--- src/rtl/tfc_pkg.sv ---
package tfc_pkg;
  typedef enum logic {
    FWD_IDLE   = 1'b0,
    FWD_ACTIVE = 1'b1
  } fwd_state_e;
endpackage

--- src/rtl/tfc_thr_clamp.sv ---
module tfc_thr_clamp #(
  parameter int unsigned W = 8
) (
  input  logic [W-1:0] thr_i,
  input  logic [W-1:0] size_i,
  output logic [W-1:0] thr_o
);
  assign thr_o = (thr_i > size_i) ? size_i : thr_i;
endmodule

--- src/rtl/tfc_fwd_ctrl.sv ---
module tfc_fwd_ctrl
  import tfc_pkg::*;
#(
  parameter int unsigned LVL_W = 8,
  parameter int unsigned FE_W  = 4
) (
  input  logic             clk_i,
  input  logic             rst_ni,
  input  logic [LVL_W-1:0] fill_lvl_i,
  input  logic [FE_W-1:0]  fe_cnt_i,
  input  logic [LVL_W-1:0] thr_eff_i,
  input  logic             frame_done_i,
  output logic             fwd_en_o
);
  fwd_state_e state_q, state_d;
  logic       start_ok;

  // either a whole frame or a watermark crossing
  assign start_ok = (fe_cnt_i != '0) || (fill_lvl_i > thr_eff_i);

  always_comb begin
    state_d = state_q;
    unique case (state_q)
      FWD_IDLE:   if (start_ok)     state_d = FWD_ACTIVE;
      FWD_ACTIVE: if (frame_done_i) state_d = FWD_IDLE;  // re-check in idle
      default:                      state_d = FWD_IDLE;
    endcase
  end

  always_ff @(posedge clk_i or negedge rst_ni) begin
    if (!rst_ni) state_q <= FWD_IDLE;
    else         state_q <= state_d;
  end

  assign fwd_en_o = (state_q == FWD_ACTIVE);
endmodule

--- src/rtl/tfc_refill_ctrl.sv ---
module tfc_refill_ctrl #(
  parameter int unsigned LVL_W = 8
) (
  input  logic             clk_i,
  input  logic             rst_ni,
  input  logic [LVL_W-1:0] fill_lvl_i,
  input  logic [LVL_W-1:0] thr_eff_i,
  input  logic [LVL_W-1:0] sec_size_i,
  output logic             dma_req_o
);
  logic fetch_q;
  logic full, low;

  assign full = (fill_lvl_i >= sec_size_i);
  assign low  = (fill_lvl_i == '0) || (fill_lvl_i < thr_eff_i);

  // drops in the cycle full is seen
  assign dma_req_o = !full && (fetch_q || low);

  always_ff @(posedge clk_i or negedge rst_ni) begin
    if (!rst_ni) fetch_q <= 1'b0;
    else         fetch_q <= dma_req_o;
  end
endmodule

--- src/rtl/tfc_tx_ctrl.sv ---
module tfc_tx_ctrl #(
  parameter  int unsigned DEPTH = 128,
  parameter  int unsigned FE_W  = 4,
  localparam int unsigned LVL_W = $clog2(DEPTH + 1)
) (
  input  logic             clk_i,
  input  logic             rst_ni,
  input  logic [LVL_W-1:0] fill_lvl_i,
  input  logic [FE_W-1:0]  fe_cnt_i,
  input  logic [LVL_W-1:0] fwd_thr_i,
  input  logic [LVL_W-1:0] rfl_thr_i,
  input  logic [LVL_W-1:0] sec_size_i,
  input  logic             frame_done_i,
  output logic             fwd_en_o,
  output logic             dma_req_o
);
  localparam int unsigned N_THR = 2;

  logic [LVL_W-1:0] thr_raw [N_THR];
  logic [LVL_W-1:0] thr_eff [N_THR];

  assign thr_raw[0] = fwd_thr_i;
  assign thr_raw[1] = rfl_thr_i;

  for (genvar g = 0; g < N_THR; g++) begin : g_clamp
    tfc_thr_clamp #(.W(LVL_W)) u_clamp (
      .thr_i  (thr_raw[g]),
      .size_i (sec_size_i),
      .thr_o  (thr_eff[g])
    );
  end

  tfc_fwd_ctrl #(.LVL_W(LVL_W), .FE_W(FE_W)) u_fwd (
    .clk_i        (clk_i),
    .rst_ni       (rst_ni),
    .fill_lvl_i   (fill_lvl_i),
    .fe_cnt_i     (fe_cnt_i),
    .thr_eff_i    (thr_eff[0]),
    .frame_done_i (frame_done_i),
    .fwd_en_o     (fwd_en_o)
  );

  tfc_refill_ctrl #(.LVL_W(LVL_W)) u_rfl (
    .clk_i      (clk_i),
    .rst_ni     (rst_ni),
    .fill_lvl_i (fill_lvl_i),
    .thr_eff_i  (thr_eff[1]),
    .sec_size_i (sec_size_i),
    .dma_req_o  (dma_req_o)
  );
endmodule

--- config.mk ---
export PLATFORM = sky130hd
export DESIGN_NAME = tfc_tx_ctrl
export DESIGN_NICKNAME = d
export VERILOG_FILES = /design/src/rtl/tfc_pkg.sv /design/src/rtl/tfc_thr_clamp.sv /design/src/rtl/tfc_fwd_ctrl.sv /design/src/rtl/tfc_refill_ctrl.sv /design/src/rtl/tfc_tx_ctrl.sv
export SDC_FILE = /design/constraint.sdc
export NUM_CORES = 1
export LEC_CHECK = 0
export BUFFER_PORTS_ARGS = -buffer_cell sky130_fd_sc_hd__buf_2
export CAP_MARGIN = 40
export CELL_PAD_IN_SITES_DETAIL_PLACEMENT = 1
export CELL_PAD_IN_SITES_GLOBAL_PLACEMENT = 2
export CORE_UTILIZATION = 29
export DETAILED_ROUTE_END_ITERATION = 8
export GPL_TIMING_DRIVEN = 0
export PLACE_DENSITY = 0.87
export SLEW_MARGIN = 10
export SYNTH_ARGS = -nofsm -noshare
export SYNTH_HDL_FRONTEND = slang
export SYNTH_SLANG_ARGS = --single-unit
--- constraint.sdc ---
create_clock -name clk_i -period 4.45 [get_ports clk_i]
set_input_delay 0.89 -clock clk_i [delete_from_list [all_inputs] [get_ports clk_i]]
set_output_delay 0.89 -clock clk_i [all_outputs]
set_load 0.02 [all_outputs]
==> Yosys cells after proc, flatten, opt, wreduce, memory -nomap -nowiden <==
Cells that the tools add are included.
{ "word_totals": {"ff_bits": 2, "out_inout_bits": 2} }
{ "op_classes": {"reduce_logical": 7, "n_lt_le_gt_ge": 5, "muxes": 5, "n_bitwise": 1} }
{ "op_table": {"columns": ["op", "count"], "rows": [
  ["$gt 8x8->1", 3],
  ["$mux 8", 2],
  ["$ge 8x8->1", 1],
  ["$logic_not 8->1", 1],
  ["$lt 8x8->1", 1],
  ["$reduce_bool 4->1", 1],
  ["$logic_or 1x1->1", 3],
  ["$mux 1", 2],
  ["$pmux 1 s2", 1],
  ["$logic_and 1x1->1", 1],
  ["$logic_not 1->1", 1],
  ["$not 1->1", 1]
]} }

==> Longest topological paths before layout <==
Gate-level depths: netlist of the first run.
{ "depth": {"depth_word": 6, "mapped_depth": 13, "ltp_nobuf": 13} }

==> By module <==
Synthesis of the first run repeated with hierarchy kept, for this count alone.
{ "hier_totals": {"cells_unflattened": 160, "hier_area_um2": 1265.0} }
{ "by_module_without_submodules": {"columns": ["mod", "n_inst", "area_per_inst_um2", "cells_per_inst"], "rows": [
  ["tfc_thr_clamp", 2, 304.0, 35],
  ["tfc_refill_ctrl", 1, 407.9, 57],
  ["tfc_fwd_ctrl", 1, 249.0, 33]
]} }

==> Least setup slack after synthesis of the first run <==
No wires, ideal clock.
{ "synth_timing": {"path_type": "input -> output", "start": "input port sec_size_i[1]", "end": "output port dma_req_o", "t_required_ps": 3560, "slack_ps": 181, "path_stages": 13, "t_arrival_ps": 3379, "path_cell_list": "inv_1 -> ha_1 -> nor2b_1 -> o211ai_2 -> a21oi_1 -> o21ai_4 -> mux2i_1 -> ha_1 -> a21o_1 -> a221o_1 -> a21oi_1 -> o21ai_0 -> a211oi_2"} }
{ "synth_via": {"elab_chain_cells": 6, "word_cells_on_any_way": 8, "cone_classes": "order compare (3); mux (1); reduce/logical (4)"} }
{ "synth_lines": {"columns": ["item", "line_no", "text"], "rows": [
  ["from (decl)", "tfc_tx_ctrl.sv:12", "input logic [LVL_W-1:0] sec_size_i,"],
  ["$gt 8x8->1", "tfc_thr_clamp.sv:8", "assign thr_o = (thr_i > size_i) ? size_i : thr_i;"],
  ["$mux 8", "tfc_thr_clamp.sv:8", null],
  ["$lt 8x8->1", "tfc_refill_ctrl.sv:15", "assign low = (fill_lvl_i == '0) || (fill_lvl_i < thr_eff_i);"],
  ["$logic_or 1x1->1", "tfc_refill_ctrl.sv:15", null],
  ["$logic_or 1x1->1", "tfc_refill_ctrl.sv:18", "assign dma_req_o = !full && (fetch_q || low);"],
  ["$logic_and 1x1->1 (*)", "tfc_refill_ctrl.sv:18", null],
  ["to (decl)", "tfc_tx_ctrl.sv:15", "output logic dma_req_o"]
]} }
Mark *: on every way between the ends. The rest lies on a longest branch, timed or not.

==> Worst setup path after layout of the first run <==
Same ends and word-level chain as after synthesis.

==> flow_metrics.tcl, run 1 <==
set metrics [dict create \
    cp_num_cells 15 \
    n_antenna_cell 0 \
    ant_nets 0 \
    use_met3 0.00685 \
    clkTransAtPathRegs_ns 0.03 \
    hpwlAfterDp_um 3210 \
    routed_wl_um 3840 \
    yosys_warnings 0 \
    async_flop_share 1.00 \
    final_nets 270 \
    avgSynthCellArea_um2 8.98 \
    p_leak_nw 0.918 \
    cp-end-kind "primary output" \
    dp_worst_setup_slack_ns -0.407 \
    clock_latency_ns 0.21 \
    cts_hold_buf 0 \
    clockBufferDepth 2 \
    max_freq_ghz 0.224 \
    boundaryPins 41 \
    p_int_w 0.000189 \
    grt_antenna_before_repair 0 \
    cp_num_buf_inv 3 \
    rsz0062_at_grt "yes" \
    grt_pass1_vias 1285 \
    ys.flop_type "dfrtp_1" \
    ctsHtreeMaxLevel 1 \
    synth_cell_type_count 36 \
    reg2reg_from "u_rfl.fetch_q" \
    cts_buffers 3 \
    cpMaxStageDelayCell "a221o_1" \
    grt_pass1_wl_um 5950 \
    crit_arrival_ns 3.57 \
    synth.area.top_cells "ha_1 (40%), mux2i_1 (11%), a21o_1 (5.5%), dfrtp_1 (4.1%), a21oi_1 (3.7%)" \
    vdd_drop_max_uv 176 \
    critical_path_required_ns 3.56 \
    drc 0 \
    combPwrFrac 0.698 \
    synth.top_cell.area_share 0.400 \
    violations "setup timing" \
    reg2reg_slack_ns 3.03 \
    hold_viol_final 0 \
    grt_use_met1 0.216 \
    synthCells 136 \
    grt.busiest_layer "met2" \
    detail_route.iter0.violations 18 \
    crit_path_start_kind "input port" \
    grt_overflow 0 \
    clkPwrFrac 0.225 \
    synth_fp_nets 214 \
    ys_seq_area_frac 0.0410 \
    finalMaxSlewViolations 0 \
    switching_power_w 0.000124 \
    final.period_utilization 1.00 \
    grt_max_degree 9 \
    core-area_um2 4030 \
    die_area_um2 4470 \
    num-fill-cells 486 \
    syn_area_um2 1220 \
    track_usage 0.177 \
    cp_common_cell "a21oi_2" \
    cellPowerDensity_nw_per_um2 178 \
    fin_crit_ns 4.46 \
    use_met2 0.338 \
    fp-row-count 23 \
    slew_headroom 0.721 \
    via_per_inst 5.31 \
    port_buffers 40 \
    initial_core_util 0.303 \
    rr_worst_depth 4 \
    cp_slowest_stage_delay_ns 0.34 \
    gp_congestion 0.841 \
    worstPathMaxFanout 4 \
    die_w_um 66.9 \
    path_class "in2out" \
    cts_sinks 2 \
    cp_cell_sequence "buf_8, inv_6, ha_4, nor2b_4, o211ai_2, a21oi_2, o21ai_4, mux2i_1, ha_1, and2_4, a221o_1, a21oi_2, o21ai_1, a211oi_2, buf_4" \
    ys_ff_latch 2 \
    switching_share 0.397 \
    wl_per_cell_um 16.0 \
    dr.pass1.iters 4 \
    p_seq_frac 0.078 \
    clock_skew_ns 0 \
    outcome "finished with violations" \
    num_vias 1274 \
    syn_to_final_growth_pct 43.9 \
    r2r_end "u_rfl.fetch_q" \
    layout-drive-gt1-share 0.442 \
    synth_edf_count 0 \
    setup_ws_ns -0.00838 \
    cp_top_family "compound AO/OA/AOI/OAI gates" \
    setup_violations 1 \
    cts_tree "built" \
    cts_root_buffer "clkbuf_8" \
    worst_slew_pin_slew_ns 0.418 \
    maxCapViolations 0 \
    synth_top_area_cell "ha_1" \
    die_h_um 66.9 \
    hold_class "in2async" \
    total_power_w 0.000313 \
]
how the worst max path moves through the flow:
stage,start,endpoint
global placement,sec_size_i[1],dma_req_o
finish,sec_size_i[1],dma_req_o
CTS,sec_size_i[1],dma_req_o
global route,sec_size_i[6],dma_req_o
floorplan,sec_size_i[1],dma_req_o
detailed placement,sec_size_i[1],dma_req_o
Yosys cell counts (2+ instances only):
cell type / number
ha_1: 39
nand3_1: 4
inv_1: 10
nor4_1: 2
a211oi_1: 2
and3_1: 2
nor2_1: 4
a21o_1: 9
nor2b_1: 4
nand2_1: 4
dfrtp_1: 2
a211oi_2: 2
mux2i_1: 14
o21ai_0: 5
a21oi_1: 9
a21oi_2: 2
nand4_1: 3
timing repair:
| action | 4_1_cts | 5_1_grt |
|---|---|---|
| buffers inserted | 10 | 1 |
| gates resized for setup | 27 | 8 |
| setup endpoints to repair | 1 | 1 |
| gates cloned | 0 | 0 |
| pin swaps | 15 | 6 |
worst register-to-register path, delay by kind of cell, from the launching register on:
kind | cells | cell delay (ns)
DFF | 1 | 0.38
AOI/OAI and AO/OA | 3 | 0.72
and+or+nand+nor | 1 | 0.19
cells in the final DEF (no fill, tap or decap), types with 3 or more instances in the layout:
| master | instances |
|---|---|
| o21ai_0 | 3 |
| nand2_1 | 4 |
| ha_1 | 33 |
| clkbuf_8 | 3 |
| a21oi_1 | 6 |
| inv_1 | 6 |
| a21o_1 | 9 |
| nand4_1 | 3 |
| ha_4 | 5 |
| nand3_1 | 4 |
| nor2_1 | 4 |
| buf_4 | 12 |
| mux2i_1 | 13 |
| buf_2 | 36 |
| a21oi_2 | 5 |
| nor2b_1 | 3 |
flip-flops by register name (all words and copies together) (netlist names):
name,cells
u_fwd.fwd_en_o,1
u_rfl.fetch_q,1
through the flow:
stage | area [um^2] | utilization | hold WS [ns] | cells | TNS (ns)
after global placement | 1480 | 0.368 | 0.493 | 226 | -0.273
after global routing | 1760 | 0.436 | 0.453 | 240 | -0.166
final | 1760 | 0.436 | 0.459 | 240 | -0.00838
after detailed placement | 1480 | 0.368 | 0.502 | 226 | -0.407
after CTS | 1710 | 0.424 | 0.456 | 239 | -0.0858
after floorplan | 1220 | - | 0.594 | 136 | 0
kinds of logic after synthesis:
group | share of synthesized area
AO/OA/AOI/OAI | 0.266
adder cells (fa/ha/maj) | 0.400
buffers and inverters | 0.0307
flip-flops | 0.0410
multiplexers | 0.127
AND/OR/NAND/NOR | 0.135
per-layer routing:
metal  share of wire  up-vias  wire length [um]
met3           0.026        2                98
met4          0.0026        0                10
met5               0        -                 0
li1                -      642                 -
met2            0.54       21              2070
met1            0.43      609              1660
power by group through the flow:
stage                     combinational [W]  sequential (W)  clock (W)
after floorplan                    0.000118       0.0000249          0
after global placement             0.000170       0.0000240          0
after detailed placement           0.000179       0.0000244          0
after CTS                          0.000210       0.0000242  0.0000728
after global routing               0.000244       0.0000245  0.0000761
final                              0.000218       0.0000242  0.0000703
area by class of cell:
cell class | count | area [um^2] | share of cell area
Clock buffer | 3 | 41.3 | 0.0235
Inverter | 10 | 45.0 | 0.0256
Multi-Input combinational cell | 124 | 1250 | 0.712
Sequential cell | 2 | 50.0 | 0.0285
Tap cell | 50 | 62.6 | 0.0356
Timing Repair Buffer | 51 | 308 | 0.175
Note: power is estimated with default switching activity, not from simulation.
==> inputs of run 2 (changes only) <==
Settings changed: CELL_PAD_IN_SITES_GLOBAL_PLACEMENT 2 to 1, CORE_UTILIZATION 29 to 37, PLACE_DENSITY 0.87 to 0.88.
==> flow_metrics.tcl, run 2 (same netlist as run 1, synthesis figures left out) <==
set metrics [dict create \
    outcome "finished with violations" \
    violations "setup timing" \
    port_buffers 40 \
    cp_top_family "compound AO/OA/AOI/OAI gates" \
    maxCapViolations 0 \
    boundaryPins 41 \
    track_usage 0.268 \
    via_per_inst 5.63 \
    p_leak_nw 0.931 \
    setup_violations 1 \
    cpMaxStageDelayCell "a221o_1" \
    ant_nets 0 \
    dp_worst_setup_slack_ns -0.392 \
    wl_per_cell_um 18.1 \
    fin_crit_ns 4.47 \
    hold_class "in2async" \
    crit_arrival_ns 3.58 \
    clock_latency_ns 0.22 \
    layout_common_cells "buf_2 (34), ha_1 (31), buf_4 (18)" \
    num_vias 1345 \
    die_w_um 59.5 \
    die_h_um 59.5 \
    holdWs_ns 0.446 \
    cts_sinks 2 \
    cp-end-kind "primary output" \
    clkTransAtPathRegs_ns 0.03 \
    fp-row-count 20 \
    grt_max_degree 9 \
    cts_root_buffer "clkbuf_4" \
    hold_viol_final 0 \
    cp_slowest_stage_delay_ns 0.33 \
    grt_overflow 0 \
    final.period_utilization 1.01 \
    slew_headroom 0.716 \
    detail_route.iter0.violations 32 \
    vdd_drop_max_uv 209 \
    drc 0 \
    clock_skew_ns 0 \
    syn_to_final_growth_pct 46.3 \
    num-fill-cells 392 \
    final_nets 275 \
    setup_ws_ns -0.0227 \
    grt_pass1_wl_um 7040 \
    finalMaxSlewViolations 0 \
    n_antenna_cell 0 \
    rsz0062_at_grt "yes" \
    worstPathMaxFanout 5 \
    worst_slew_pin_slew_ns 0.425 \
    cellPowerDensity_nw_per_um2 167 \
    crit_path_start_kind "input port" \
    gp_congestion 0.827 \
    cp_cell_sequence "buf_2, inv_2, ha_4, a211oi_4, o21bai_2, o21ai_4, mux2i_1, ha_1, and2_4, a221o_1, a21oi_2, o21ai_1, a211oi_2, buf_4" \
    max_freq_ghz 0.224 \
    grt_pass1_vias 1554 \
    dr.pass1.iters 4 \
    path_class "in2out" \
    critical_path_required_ns 3.56 \
    die_area_um2 3530 \
    routed_wl_um 4320 \
    cts_buffers 3 \
    grt_antenna_before_repair 0 \
    final_common_cell "buf_2" \
    layout-drive-gt1-share 0.482 \
    initial_core_util 0.394 \
    clockBufferDepth 2 \
    hpwlAfterDp_um 3260 \
    ctsHtreeMaxLevel 1 \
    cp_num_buf_inv 3 \
    cts_tree "built" \
    core-area_um2 3100 \
]
## run 2: per-layer routing
layer,up-vias,part of all wire,track usage
met5,-,0,0
met3,10,0.026,0.0240
met1,635,0.42,0.293
met2,40,0.53,0.515
li1,660,-,-
met4,0,0.028,0.119
## run 2: worst reg2reg max path, stage by stage (launching register included)
cell and delay, ns:
dfrtp_1 0.35, a21oi_1 0.23, nand4_1 0.18, a2111oi_2 0.34
a211oi_2 0.15, buf_4 0.15
## run 2: final timing paths
| path | startpoint | to | slack (ns) | depth (start not counted) |
|---|---|---|---|---|
| worst max register to register | u_rfl.fetch_q | u_rfl.fetch_q | 2.94 | 5 |
| min in group clk_i | u_fwd.fwd_en_o | u_fwd.fwd_en_o | 0.51 | 1 |
| worst max-delay path | sec_size_i[6] | dma_req_o | -0.02 | 14 |
| max in group asynchronous | rst_ni | u_rfl.fetch_q | 3.91 | 1 |
| worst min-delay path | rst_ni | u_fwd.fwd_en_o | 0.45 | 1 |
| worst min register to register | u_fwd.fwd_en_o | u_fwd.fwd_en_o | 0.51 | 1 |
## run 2: power breakdown
| group | total, W | internal [W] | switching [W] |
|---|---|---|---|
| combinational | 0.000237 | 0.000120 | 0.000117 |
| sequential | 0.0000236 | 0.0000217 | 0.00000190 |
| clock | 0.0000389 | 0.0000297 | 0.00000923 |
| total | 0.000299 | 0.000171 | 0.000128 |
## run 2: stage by stage
stage               instance area [um^2]  TNS, ns  power, W  utilization  cells
floorplan                           1220        0  0.000143            -    136
global placement                    1480   -0.195  0.000191        0.476    220
detailed placement                  1480   -0.392  0.000205        0.476    220
CTS                                 1690  -0.0759  0.000279        0.545    234
global route                        1790   -0.109  0.000326        0.576    239
finish                              1790  -0.0227  0.000299        0.576    239
## run 2: cell type report
cell class                      instances  area [um^2]  share of cell area
Clock buffer                            3         22.5              0.0126
Multi-Input combinational cell        124         1260               0.704
Inverter                               10         47.5              0.0266
Timing Repair Buffer                   56          354               0.198
Tap cell                               44         55.1              0.0308
Sequential cell                         2         50.0              0.0280
## run 2: what timing repair did
action	CTS	global route
endpoints found under the setup margin	1	1
pin swaps	12	8
buffers inserted	11	5
resized for setup	27	17
hold buffers	0	0
hold endpoints to repair	0	0
